## src/rtl/pms_pkg.sv

```systemverilog
package pms_pkg;
  typedef enum logic [2:0] {
    PS_RUN    = 3'd0,
    PS_DOZE   = 3'd1,
    PS_NAP    = 3'd2,
    PS_SLEEP  = 3'd3,
    PS_RELOCK = 3'd4
  } pstate_t;

  localparam logic [1:0] REQ_NONE  = 2'd0;
  localparam logic [1:0] REQ_DOZE  = 2'd1;
  localparam logic [1:0] REQ_NAP   = 2'd2;
  localparam logic [1:0] REQ_SLEEP = 2'd3;

  // Relock length in reference cycles; never below two so the timer has a range.
  function automatic int unsigned relock_cycles(int unsigned mhz, int unsigned us);
    int unsigned n;
    n = mhz * us;
    return (n < 2) ? 2 : n;
  endfunction

  function automatic pstate_t req_target(logic [1:0] r);
    case (r)
      REQ_DOZE:  return PS_DOZE;
      REQ_NAP:   return PS_NAP;
      REQ_SLEEP: return PS_SLEEP;
      default:   return PS_RUN;
    endcase
  endfunction

  function automatic logic keeps_snoop(pstate_t s);
    return (s == PS_RUN) || (s == PS_DOZE);
  endfunction

  function automatic logic keeps_pll(pstate_t s);
    return s != PS_SLEEP;
  endfunction
endpackage

```

## src/rtl/pms_relock_timer.sv

```systemverilog
module pms_relock_timer #(
  parameter int unsigned LIMIT = 10000
) (
  input  logic clk,
  input  logic rst_n,
  input  logic active,
  output logic done
);
  localparam int unsigned CW = $clog2(LIMIT + 1);
  localparam logic [CW-1:0] LAST = CW'(LIMIT - 1);

  logic [CW-1:0] cnt;

  assign done = active && (cnt == LAST);

  always_ff @(posedge clk or negedge rst_n) begin
    if (!rst_n)      cnt <= '0;
    else if (!active) cnt <= '0;
    else if (done)   cnt <= '0;
    else             cnt <= cnt + 1'b1;
  end
endmodule

```

## src/rtl/pms_mode_fsm.sv

```systemverilog
module pms_mode_fsm
  import pms_pkg::*;
(
  input  logic       clk,
  input  logic       rst_n,
  input  logic [1:0] mode_req,
  input  logic       wake,
  input  logic       relock_done,
  output pstate_t    state,
  output logic       enter_low
);
  pstate_t nxt;

  assign enter_low = (state == PS_RUN) && (mode_req != REQ_NONE);

  always_comb begin
    nxt = state;
    case (state)
      PS_RUN:             if (enter_low)   nxt = req_target(mode_req);
      PS_DOZE, PS_NAP:    if (wake)        nxt = PS_RUN;
      PS_SLEEP:           if (wake)        nxt = PS_RELOCK;
      PS_RELOCK:          if (relock_done) nxt = PS_RUN;
      default:                             nxt = PS_RUN;
    endcase
  end

  always_ff @(posedge clk or negedge rst_n) begin
    if (!rst_n) state <= PS_RUN;
    else        state <= nxt;
  end
endmodule

```

## src/rtl/pms_gate_drv.sv

```systemverilog
module pms_gate_drv
  import pms_pkg::*;
#(
  parameter int unsigned NUM_UNITS = 4
) (
  input  logic                 clk,
  input  logic                 rst_n,
  input  pstate_t              state,
  input  logic [NUM_UNITS-1:0] unit_idle,
  output logic [NUM_UNITS-1:0] unit_clk_en,
  output logic                 snoop_en,
  output logic                 pll_en,
  output logic                 ready
);
  logic running;
  assign running = (state == PS_RUN);
  assign ready   = running;

  for (genvar g = 0; g < NUM_UNITS; g++) begin : g_unit
    assign unit_clk_en[g] = running & ~unit_idle[g];
  end

  // Shared resources trail the state by one cycle so unit clocks stop first.
  always_ff @(posedge clk or negedge rst_n) begin
    if (!rst_n) begin
      snoop_en <= 1'b1;
      pll_en   <= 1'b1;
    end else begin
      snoop_en <= keeps_snoop(state);
      pll_en   <= keeps_pll(state);
    end
  end
endmodule

```

## src/rtl/pwr_mode_seq.sv

```systemverilog
module pwr_mode_seq
  import pms_pkg::*;
#(
  parameter int unsigned NUM_UNITS = 4,
  parameter int unsigned CLK_MHZ   = 100,
  parameter int unsigned RELOCK_US = 100
) (
  input  logic                 clk,
  input  logic                 rst_n,
  input  logic [1:0]           mode_req,
  input  logic [NUM_UNITS-1:0] unit_idle,
  input  logic                 wake,
  output logic [NUM_UNITS-1:0] unit_clk_en,
  output logic                 snoop_en,
  output logic                 pll_en,
  output logic                 ready,
  output logic [2:0]           pwr_state
);
  localparam int unsigned RELOCK_CYCLES = relock_cycles(CLK_MHZ, RELOCK_US);

  pstate_t state;
  logic    enter_low;
  logic    relock_done;
  logic    relock_active;

  assign relock_active = (state == PS_RELOCK);
  assign pwr_state     = state;

  pms_mode_fsm u_fsm (
    .clk         (clk),
    .rst_n       (rst_n),
    .mode_req    (mode_req),
    .wake        (wake),
    .relock_done (relock_done),
    .state       (state),
    .enter_low   (enter_low)
  );

  pms_relock_timer #(.LIMIT(RELOCK_CYCLES)) u_timer (
    .clk    (clk),
    .rst_n  (rst_n),
    .active (relock_active),
    .done   (relock_done)
  );

  pms_gate_drv #(.NUM_UNITS(NUM_UNITS)) u_gate (
    .clk         (clk),
    .rst_n       (rst_n),
    .state       (state),
    .unit_idle   (unit_idle),
    .unit_clk_en (unit_clk_en),
    .snoop_en    (snoop_en),
    .pll_en      (pll_en),
    .ready       (ready)
  );
endmodule

```

## config.mk

```make
export PLATFORM = sky130hd
export DESIGN_NAME = pwr_mode_seq
export DESIGN_NICKNAME = d
export VERILOG_FILES = /design/src/rtl/pms_pkg.sv /design/src/rtl/pms_relock_timer.sv /design/src/rtl/pms_mode_fsm.sv /design/src/rtl/pms_gate_drv.sv /design/src/rtl/pwr_mode_seq.sv
export SDC_FILE = /design/constraint.sdc
export NUM_CORES = 1
export LEC_CHECK = 0
export BUFFER_PORTS_ARGS = -buffer_cell sky130_fd_sc_hd__buf_4
export CAP_MARGIN = 15
export CORE_MARGIN = 4
export CORE_UTILIZATION = 47
export DETAILED_ROUTE_END_ITERATION = 8
export GPL_TIMING_DRIVEN = 0
export PLACE_DENSITY = 0.74
export SLEW_MARGIN = 5
export SYNTH_ARGS = -nofsm -noshare
export SYNTH_HDL_FRONTEND = slang
export SYNTH_HIERARCHICAL = 1
export SYNTH_SLANG_ARGS = --single-unit
```

## constraint.sdc

```tcl
create_clock -name clk -period 1.8 [get_ports clk]
set_clock_uncertainty 0.05 [all_clocks]
set_input_delay 0.18 -clock clk [delete_from_list [all_inputs] [get_ports clk]]
set_output_delay 0.18 -clock clk [all_outputs]
set_load 0.01 [all_outputs]
```

* After elaboration in Yosys (flattened, before gate mapping)
Cells that the tools add are included.
Widths: inputs -> output; s select.
** Cells by class
- $add $sub $neg :: 1
- $mul :: 0
- Div/mod/pow operators :: 0
- $lt $le $gt $ge :: 0
- Eq/ne operators :: 13
- Shifts and indexed selects :: 0
- Mux-type cells :: 8
- Bitwise logic cells :: 8
- Reduce and logical (&&, ||, !) cells :: 7
** Operators by type and width (count)
- $mux 14 :: 2
- $add 14x1->14 const B :: 1
- $eq 14x14->1 const B :: 1
- $mux 3 :: 4
- $pmux 3 s4 :: 1
- $ne 2x2->1 const B :: 4
- $eq 3x2->1 const B :: 2
- $pmux 2 s3 :: 1
- $and 1x1->1 :: 4
- $eq 2x2->1 const B :: 2
- $not 1->1 :: 4
- $reduce_and 4->1 :: 1
- $eq 3x1->1 const B :: 1
- $eq 3x3->1 const B :: 1
- $logic_not 3->1 :: 1
- $ne 3x2->1 const B :: 1
- $eq 2x1->1 const B :: 1
- $logic_and 1x1->1 :: 2
- $reduce_bool 2->1 :: 1
- $reduce_or 2->1 :: 1
- $logic_or 1x1->1 :: 1
** Storage, ports and cells
- Register bits :: 19
- Bits in latches :: 0
- RAM bits :: 0
- ROM bits :: 0
- Input port bits :: 9
- Output and inout port bits :: 10
- Word-level logic and storage cells :: 41
- Memories :: 0

* Logic depth before layout (Yosys ltp)
Gate-level depths: netlist of run 1.
- Word-level depth :: 4
- Mapped depth :: 6
- Depth with buffers taken out :: 6

* Hierarchy
The synthesis of run 1 kept the hierarchy.
** Modules (own cells, without submodules)
- pms_relock_timer :: times used 1, cells each 69, area an instance 675.6 µm², seq. area each 350.3 µm²
- pms_mode_fsm :: times used 1, cells each 14, area an instance 146.4 µm², seq. area each 75.1 µm²
- pms_gate_drv :: times used 1, cells each 9, area an instance 93.8 µm², seq. area each 52.6 µm²
- pwr_mode_seq :: times used 1, cells each 1, area an instance 12.5 µm², seq. area each 0.0 µm²

* Worst setup path after synthesis of run 1
No wires, ideal clock.
- Kind :: flip-flop to flip-flop
- Start :: register u_timer.cnt[4]
- End :: register u_timer.cnt[4]
- Library setup time :: 119 ps
- Data arrival time :: 1653 ps
- Slack :: -22 ps
- Cell stages (with the launch flop) :: 6
- Path buffers :: 1
- Path through :: dfrtp_1 > or4b_1 > or4_4 > nand2_2 > buf_6 > nor2_1
** On the way
- Longest elaborated chain between the ends :: 4
** RTL lines
- from (decl) :: line pms_relock_timer.sv:12 : logic [CW-1:0] cnt;
- from (signal assigned) :: line pms_relock_timer.sv:20 : else cnt <= cnt + 1'b1;
- parallel branches: the longest is 2 deep, another holds $add 14x1->14
- $mux 14 * :: line pms_relock_timer.sv:19 : else if (done) cnt <= '0;
- $mux 14 * :: line pms_relock_timer.sv:18 : else if (!active) cnt <= '0;
Mark *: on every way between the ends.
A chain may end at the register's enable or synchronous reset.

* Final worst setup path of run 1
- Start :: register u_timer.cnt[4]
- End :: register u_timer.cnt[12]
The elaborated chain is that of the path after synthesis.

==> results.cfg, run 1 <==
[timing]
fin_ws_ns = -0.0141
slew_viol_final = 0
fin_crit_sh_pct = 101
worst_pin_slew_ns = 0.416
setup_tns_ns = -0.0912
rsz0062_at_grt = yes
final_hold_viol_count = 0
whs_ns = 0.109
setup_viol = 9
max_freq_mhz = 551
max_slew_margin_pct = 72.3
fin_crit_ns = 1.81

[route]
wl_per_cell_um = 12.9
dr.pass1.iters = 4
drt_iter0_drc = 7
num_vias = 762
drc = 0
detail-route-antenna-nets = 0
viasPerCell = 5.29
wl_mm = 1.86

[worst_setup_path]
arrival_ns = 1.94
crit_buf_inv = 1
r2r-start = u_timer/cnt[4]
reg2reg_slack_ns = -0.01
path_delay_family = simple AND/OR/NAND/NOR gates
r2r_cells = 5
cp_cell_sequence = or4b_1 > or4_4 > nand2_4 > buf_6 > nor2_2
crit_fanout = 5
critPathMaxStageDelay_ns = 0.51
r2r-end = u_timer/cnt[12]
startpoint_type = flop
endpoint_kind = flop
worstPathRequired_ns = 1.93
crit_type = flop to flop
crit_slowest_cell = or4b_1

[finish]
post-route-util_pct = 67.7
final_cells = 144
area_delta_synth_final_pct = 31.5
num_antenna_cells = 0
layout-drive-gt1-share_pct = 34.5
num-nets-final = 130
finalInstanceArea_um2 = 1210

[min_path]
min_path_cells = 3
min_path_type = input port to flop
min_from = wake
min_to = u_fsm/state[2]

[power_and_ir_drop]
p_comb_share_pct = 32.4
vdd_drop_max_mv = 0.708
power_mw = 1.18
pwr_density_cell_nw_per_um2 = 981
p_int_uw = 790
p_seq_share_pct = 50.5
swShare_pct = 33.2
leakagePower_nw = 0.475
switchingPower_uw = 394
clockPowerShare_pct = 17.1

[die]
die_w_um = 52.2
num_rows = 15
ioPinCount = 19
core_area_um2 = 1780
start_util_pct = 51.5
dieArea_um2 = 2730
fp.dieH_um = 52.2

[clocking]
htree_levels = 1
cts-root-buf = clkbuf_4
clk_latency_ns = 0.29
cts.clk_slew.worst_paths_ns = 0.10
cts_buffers = 3
clk_path_buf_depth = 2
cts_tree = yes
clock-sinks = 19

[synthesis]
syn_avg_cell_area_um2 = 10.1
synthesis.instances = 91
yosysWarnings = 6
synth_nets = 101
synth_area_um2 = 918

[run]
max-cap-violations = 0

[grt]
first_global_vias = 691
grt_max_degree = 20
grt_overflow_total = 0
grt_first_pass_wirelength_mm = 3.06
antenna_found_initial = 0
grt_use_total_pct = 15.0

[place]
preCtsSetupSlack_ns = -0.0835
io_buffer_count = 18
dp_hpwl_mm = 1.26
gp_congestion = 0.792
dp.cells = 134
placed_area_um2 = 1080

[run_status]
run_status = complete, but fails checks
violations = setup timing
-- worst reg2reg max path, cell delays in order, from the launching register on --
cell	delay [ns]
dfrtp_1	0.41
or4b_1	0.51
or4_4	0.46
nand2_4	0.11
buf_6	0.13
nor2_2	0.03
-- final cells by class --
| type | count | area, µm² |
|---|---|---|
| well taps | 25 | 31.3 |
| multi-input cells | 68 | 463 |
| clock buffers | 4 | 26.3 |
| inverters | 3 | 11.3 |
| flip-flops and latches | 19 | 478 |
| repair buffers | 24 | 186 |
| plain buffers | 1 | 11.3 |
| fillers | 151 | 576 |
-- sequential cells by signal, summed over array words and instances, names as in the netlist --
name             count
u_gate/pll_en        1
u_gate/snoop_en      1
u_fsm/state          3
u_timer/cnt         14
-- layout by cell type (no fill, tap or decap), types with 2 or more instances in the layout --
cell,count
a21oi_1,2
buf_4,22
buf_6,2
clkbuf_4,3
dfrtp_1,17
dfstp_2,2
inv_1,3
nand2_1,3
nand3_1,4
nand4_1,3
nor2_1,13
nor2_2,6
nor3_1,5
nor4_1,5
or3b_1,2
or4b_1,2
xnor2_1,11
-- routing by layer --
| metal | GRT usage [%] | vias up | share of wire [%] |
|---|---|---|---|
| met4 | 1.28 | 0 | 0 |
| met2 | 23.6 | 19 | 49 |
| met5 | 0 | - | 0 |
| li1 | - | 373 | - |
| met1 | 21.0 | 370 | 47 |
| met3 | 5.13 | 0 | 4.1 |
-- what timing repair did --
action,CTS,global route
hold buffers,1,0
pin swaps,0,3
gates resized for setup,4,10
hold endpoints to repair,19,0
buffers inserted,2,2
setup endpoints to repair,12,12
cloned,0,1
-- worst max path at each step --
stage	start	endpoint	slack, ns	cells past startpoint
floorplan	u_timer/cnt[4]	u_fsm/state[2]	0.05	5
global placement	u_timer/cnt[0]	u_timer/cnt[11]	-0.08	6
detailed placement	u_timer/cnt[0]	u_timer/cnt[10]	-0.08	6
CTS	u_timer/cnt[4]	u_timer/cnt[10]	-0.01	5
global route	u_timer/cnt[4]	u_timer/cnt[10]	-0.08	5
finish	u_timer/cnt[4]	u_timer/cnt[12]	-0.01	5
-- power by group through the flow --
stage,Clock [mW],Combinational (mW),Sequential (mW)
2_1_floorplan,0,0.146,0.602
3_3_place_gp,0,0.351,0.599
3_5_place_dp,0,0.356,0.603
4_1_cts,0.214,0.364,0.595
5_1_grt,0.234,0.416,0.614
6_report,0.202,0.383,0.598
Power figures use the tool's default switching activity.
==> run 2, diff against run 1 <==
--- a/config.mk
+++ b/config.mk
@@ -7,8 +7,10 @@
 export LEC_CHECK = 0
 export BUFFER_PORTS_ARGS = -buffer_cell sky130_fd_sc_hd__buf_4
 export CAP_MARGIN = 15
+export CELL_PAD_IN_SITES_DETAIL_PLACEMENT = 1
+export CELL_PAD_IN_SITES_GLOBAL_PLACEMENT = 1
 export CORE_MARGIN = 4
-export CORE_UTILIZATION = 47
+export CORE_UTILIZATION = 36
 export DETAILED_ROUTE_END_ITERATION = 8
 export GPL_TIMING_DRIVEN = 0
 export PLACE_DENSITY = 0.74
==> run 2 against run 1 <==
  * Cell area is 2.7% higher
  * Sequential power down 1%
  * Combinational power up 9.7%
  * Register-to-register slack got worse by 0.04 ns
  * Sequential cell count unchanged
  * Utilization is 17 points lower
  * Critical path type unchanged
  * The flow still finishes with violations (setup timing)
  * Clock-buffer cell count shrank 1
  * Critical path depth grew 1
==> results.cfg, run 2 (synthesized netlist as in run 1, its figures left out) <==
[timing]
worst_pin_slew_ns = 0.395
rsz0062_at_grt = yes
max_slew_margin_pct = 73.6
fin_crit_sh_pct = 103
final_hold_viol_count = 0
setup_tns_ns = -0.536
slew_viol_final = 0
fin_ws_ns = -0.0572
max_freq_mhz = 538
setup_viol = 12
fin_crit_ns = 1.86

[clocking]
cts_buffers = 3
clk_path_buf_depth = 2
clk_latency_ns = 0.30
htree_levels = 1
cts.clk_slew.worst_paths_ns = 0.11
cts-root-buf = clkbuf_4
cts_tree = yes
clock-sinks = 19

[finish]
area_delta_synth_final_pct = 35.0
final_common_cell = buf_4
layout-drive-gt1-share_pct = 37.0
mostFrequentLayoutCells = 22 x buf_4, 17 x dfrtp_1, 11 x xnor2_1
num_antenna_cells = 0
num-nets-final = 130
regMostFlops = u_timer/cnt
top_regs = u_timer/cnt (14), u_fsm/state (3)
largest_register_ffs = 14

[die]
num_rows = 18
start_util_pct = 37.4
dieArea_um2 = 3420
ioPinCount = 19
core_area_um2 = 2450
fp.dieH_um = 58.5
die_w_um = 58.5

[worst_setup_path]
reg2reg_slack_ns = -0.06
r2r-start = u_timer/cnt[1]
r2r-end = u_timer/cnt[0]
crit_type = flop to flop
startpoint_type = flop
crit_slowest_cell = or4_4
cp_cell_sequence = ha_1 > nand3_2 > or4_4 > nand2_4 > clkbuf_16 > nor2_1
critPathMaxStageDelay_ns = 0.61
crit_fanout = 6
r2r_cells = 6
worstPathRequired_ns = 1.95
endpoint_kind = flop
arrival_ns = 2.01

[power_and_ir_drop]
swShare_pct = 34.5
vdd_drop_max_mv = 0.798
power_mw = 1.23
leakagePower_nw = 0.491
clockPowerShare_pct = 17.8
p_int_uw = 806
pwr_density_cell_nw_per_um2 = 993
switchingPower_uw = 425
p_comb_share_pct = 34.1
p_seq_share_pct = 48.1

[route]
wl_mm = 2.12
num_vias = 771
drc = 0
detail-route-antenna-nets = 0
wl_per_cell_um = 14.2
drt_iter0_drc = 12
dr.pass1.iters = 4
viasPerCell = 5.17

[grt]
grt_first_pass_wirelength_mm = 3.52
grt_use_total_pct = 13.5
antenna_found_initial = 0
grt_overflow_total = 0
first_global_vias = 789
grt_max_degree = 20

[run_status]
run_status = complete, but fails checks
violations = setup timing

[min_path]
min_from = wake
min_path_cells = 3
min_path_type = input port to flop
min_to = u_fsm/state[0]

[place]
dp_hpwl_mm = 1.50
io_buffer_count = 18
gp_congestion = 0.738

[run]
max-cap-violations = 0
[run 2: worst max-delay path by stage]
| stage | endpoint | slack [ns] | from |
|---|---|---|---|
| detailed placement | u_fsm/state[2] | -0.13 | u_timer/cnt[0] |
| CTS | u_fsm/state[2] | -0.03 | u_timer/cnt[4] |
| global route | u_fsm/state[2] | -0.11 | u_timer/cnt[1] |
| floorplan | u_fsm/state[2] | 0.05 | u_timer/cnt[4] |
| finish | u_timer/cnt[0] | -0.06 | u_timer/cnt[1] |
| global placement | u_timer/cnt[11] | -0.11 | u_timer/cnt[0] |
[run 2: power groups by stage]
| stage | registers, mW | logic, mW | clock network, mW |
|---|---|---|---|
| finish | 0.592 | 0.420 | 0.219 |
| global route | 0.611 | 0.456 | 0.247 |
| CTS | 0.596 | 0.378 | 0.230 |
| detailed placement | 0.605 | 0.362 | 0 |
| global placement | 0.599 | 0.352 | 0 |
| floorplan | 0.602 | 0.146 | 0 |
[run 2: layer usage]
layer / share of wire, % / global-route usage [%]
met5: 0 / 0
met4: 0.80 / 5.96
met3: 4.7 / 3.73
met2: 53 / 23.1
met1: 42 / 15.8
[run 2: what timing repair did]
| action | in CTS | in global routing |
|---|---|---|
| endpoints found under the hold margin | 19 | 0 |
| resized for setup | 3 | 14 |
| buffers inserted | 3 | 1 |
| hold buffers | 1 | 0 |
| setup endpoints to repair | 14 | 11 |
| pin swaps | 0 | 4 |
| cloned | 0 | 1 |
[run 2: worst max-delay path, delay by kind of cell (launching register included)]
kind	cells	cell delay (ns)
adders and majority gates	1	0.22
buffers and inverters	1	0.16
DFF	1	0.40
and+or+nand+nor	4	0.93
[run 2: stage by stage]
step / cell area [µm²] / util, % / instances / hold slack, ns / setup slack, ns
after CTS: 1160 / 47.3 / 147 / 0.0870 / -0.0328
after global placement: 1090 / 44.4 / 139 / 0.0168 / -0.111
after detailed placement: 1090 / 44.4 / 139 / 0.0220 / -0.134
final: 1240 / 50.5 / 149 / 0.0952 / -0.0572
after global routing: 1240 / 50.5 / 149 / 0.0994 / -0.113
after floorplan: 918 / - / 91 / -0.166 / 0.0537
[run 2: layout make-up]
class,count,area [µm²]
plain buffers,1,15.0
clock inverters,1,5.00
flip-flops and latches,19,478
inverters,3,11.3
repair buffers,24,200
clock buffers,3,22.5
fillers,291,1210
multi-input cells,68,470
well taps,30,37.5
==> run 3, diff against run 2 <==
--- a/config.mk
+++ b/config.mk
@@ -14,6 +14,7 @@
 export DETAILED_ROUTE_END_ITERATION = 8
 export GPL_TIMING_DRIVEN = 0
 export PLACE_DENSITY = 0.74
+export SKIP_LAST_GASP = 1
 export SLEW_MARGIN = 5
 export SYNTH_ARGS = -nofsm -noshare
 export SYNTH_HDL_FRONTEND = slang
==> run 3 against run 2 <==
  * The run still ends with setup timing left
  * Critical endpoint is now u_fsm/state[2]
  * Critical path type unchanged
  * Cell area down 6.8%
  * First-iteration DRC count up 50%
  * Non-clock buffer count down 2
  * Combinational power down 14%
==> results.cfg, run 3 (synthesized netlist as in run 1, its figures left out) <==
[finish]
top_regs = u_timer/cnt (14), u_fsm/state (3)
mostFrequentLayoutCells = 21 x buf_4, 19 x nor2_1, 17 x dfrtp_1
final_common_cell = buf_4
final_cells = 147
regMostFlops = u_timer/cnt
area_delta_synth_final_pct = 25.9
num-nets-final = 128
post-route-util_pct = 47.1
largest_register_ffs = 14
finalInstanceArea_um2 = 1160
layout-drive-gt1-share_pct = 28.2
num_antenna_cells = 0

[worst_setup_path]
crit_fanout = 3
crit_type = flop to flop
startpoint_type = flop
arrival_ns = 1.94
r2r-start = u_timer/cnt[4]
worstPathRequired_ns = 1.91
r2r-end = u_fsm/state[2]
reg2reg_slack_ns = -0.03
endpoint_kind = flop
r2r_cells = 5

[die]
ioPinCount = 19
core_area_um2 = 2450
dieArea_um2 = 3420
fp.dieH_um = 58.5
num_rows = 18
die_w_um = 58.5
start_util_pct = 37.4

[grt]
groute.layer.met2.usage_pct = 23.1
grt_use_total_pct = 13.5
grt_overflow_total = 0
first_global_vias = 789
grtUsageMet1_pct = 15.8
grt.busiest_layer = met2
grt_first_pass_wirelength_mm = 3.52
grt_max_degree = 20
grt_use_met3_pct = 3.73
antenna_found_initial = 0

[route]
viasPerCell = 5.22
num_vias = 767
drt_iter0_drc = 18
dr.pass1.iters = 4
detail-route-antenna-nets = 0
wl_per_cell_um = 13.5
drc = 0
wl_mm = 1.99

[timing]
whs_ns = 0.0946
fin_crit_sh_pct = 101
worst_pin_slew_ns = 0.394
final_hold_viol_count = 0
setup_viol = 11
slew_viol_final = 0
fin_crit_ns = 1.83
max_slew_margin_pct = 73.8
setup_tns_ns = -0.0901
rsz0062_at_grt = yes
fin_ws_ns = -0.0255
max_freq_mhz = 548

[power_and_ir_drop]
power_mw = 1.17
vdd_drop_max_mv = 0.747
pwr_density_cell_nw_per_um2 = 1010
leakagePower_nw = 0.470

[clocking]
clock-sinks = 19
cts.clk_slew.worst_paths_ns = 0.11
cts-root-buf = clkbuf_4
clk_latency_ns = 0.30
htree_levels = 1
cts_buffers = 3
clk_path_buf_depth = 2
cts_tree = yes

[place]
io_buffer_count = 18
dp_hpwl_mm = 1.50
dp.cells = 139
preCtsSetupSlack_ns = -0.134
gp_congestion = 0.738
placed_area_um2 = 1090

[run]
max-cap-violations = 0

[min_path]
min_path_cells = 3
min_to = u_fsm/state[0]
min_path_type = input port to flop
min_from = wake

[run_status]
run_status = complete, but fails checks
violations = setup timing
run 3: repair_timing:
item	in CTS	in global routing
endpoints found under the setup margin	14	11
hold buffers	1	0
setup buffers	3	0
gates resized for setup	1	0
hold endpoints to repair	19	0
run 3: cell type report:
type,count,area [µm²]
buffer,1,11.3
clock buffer,3,22.5
clock inverter,1,5.00
fill,297,1300
inverter,3,11.3
multi-input combinational,68,423
sequential,19,478
tap,30,37.5
timing repair buffer,22,168
run 3: worst max path at each step:
stage / depth (start not counted) / from / to
after floorplan: 5 / u_timer/cnt[4] / u_fsm/state[2]
after global placement: 6 / u_timer/cnt[0] / u_timer/cnt[11]
after detailed placement: 6 / u_timer/cnt[0] / u_fsm/state[2]
after CTS: 5 / u_timer/cnt[4] / u_fsm/state[2]
after global routing: 5 / u_timer/cnt[4] / u_timer/cnt[4]
final: 5 / u_timer/cnt[4] / u_fsm/state[2]
run 3: routing by layer:
metal	vias up	share of wire, %
met5	-	0
met4	0	0.86
met3	2	4.8
met2	19	51
met1	379	44
li1	367	-
run 3: power by group:
group / switching (mW) / total, mW / internal (mW) / leakage (nW)
clock: 0.135 / 0.217 / 0.0827 / 0.0177
sequential: 0.103 / 0.592 / 0.488 / 0.255
combinational: 0.160 / 0.363 / 0.203 / 0.197
total: 0.398 / 1.17 / 0.774 / 0.470
run 3: critical path, stage by stage (launching register included):
cell and delay, ns:
dfrtp_1 0.40, or4b_1 0.51, or4_4 0.45, nor2_1 0.10, or4b_1 0.11, o21ai_0 0.08
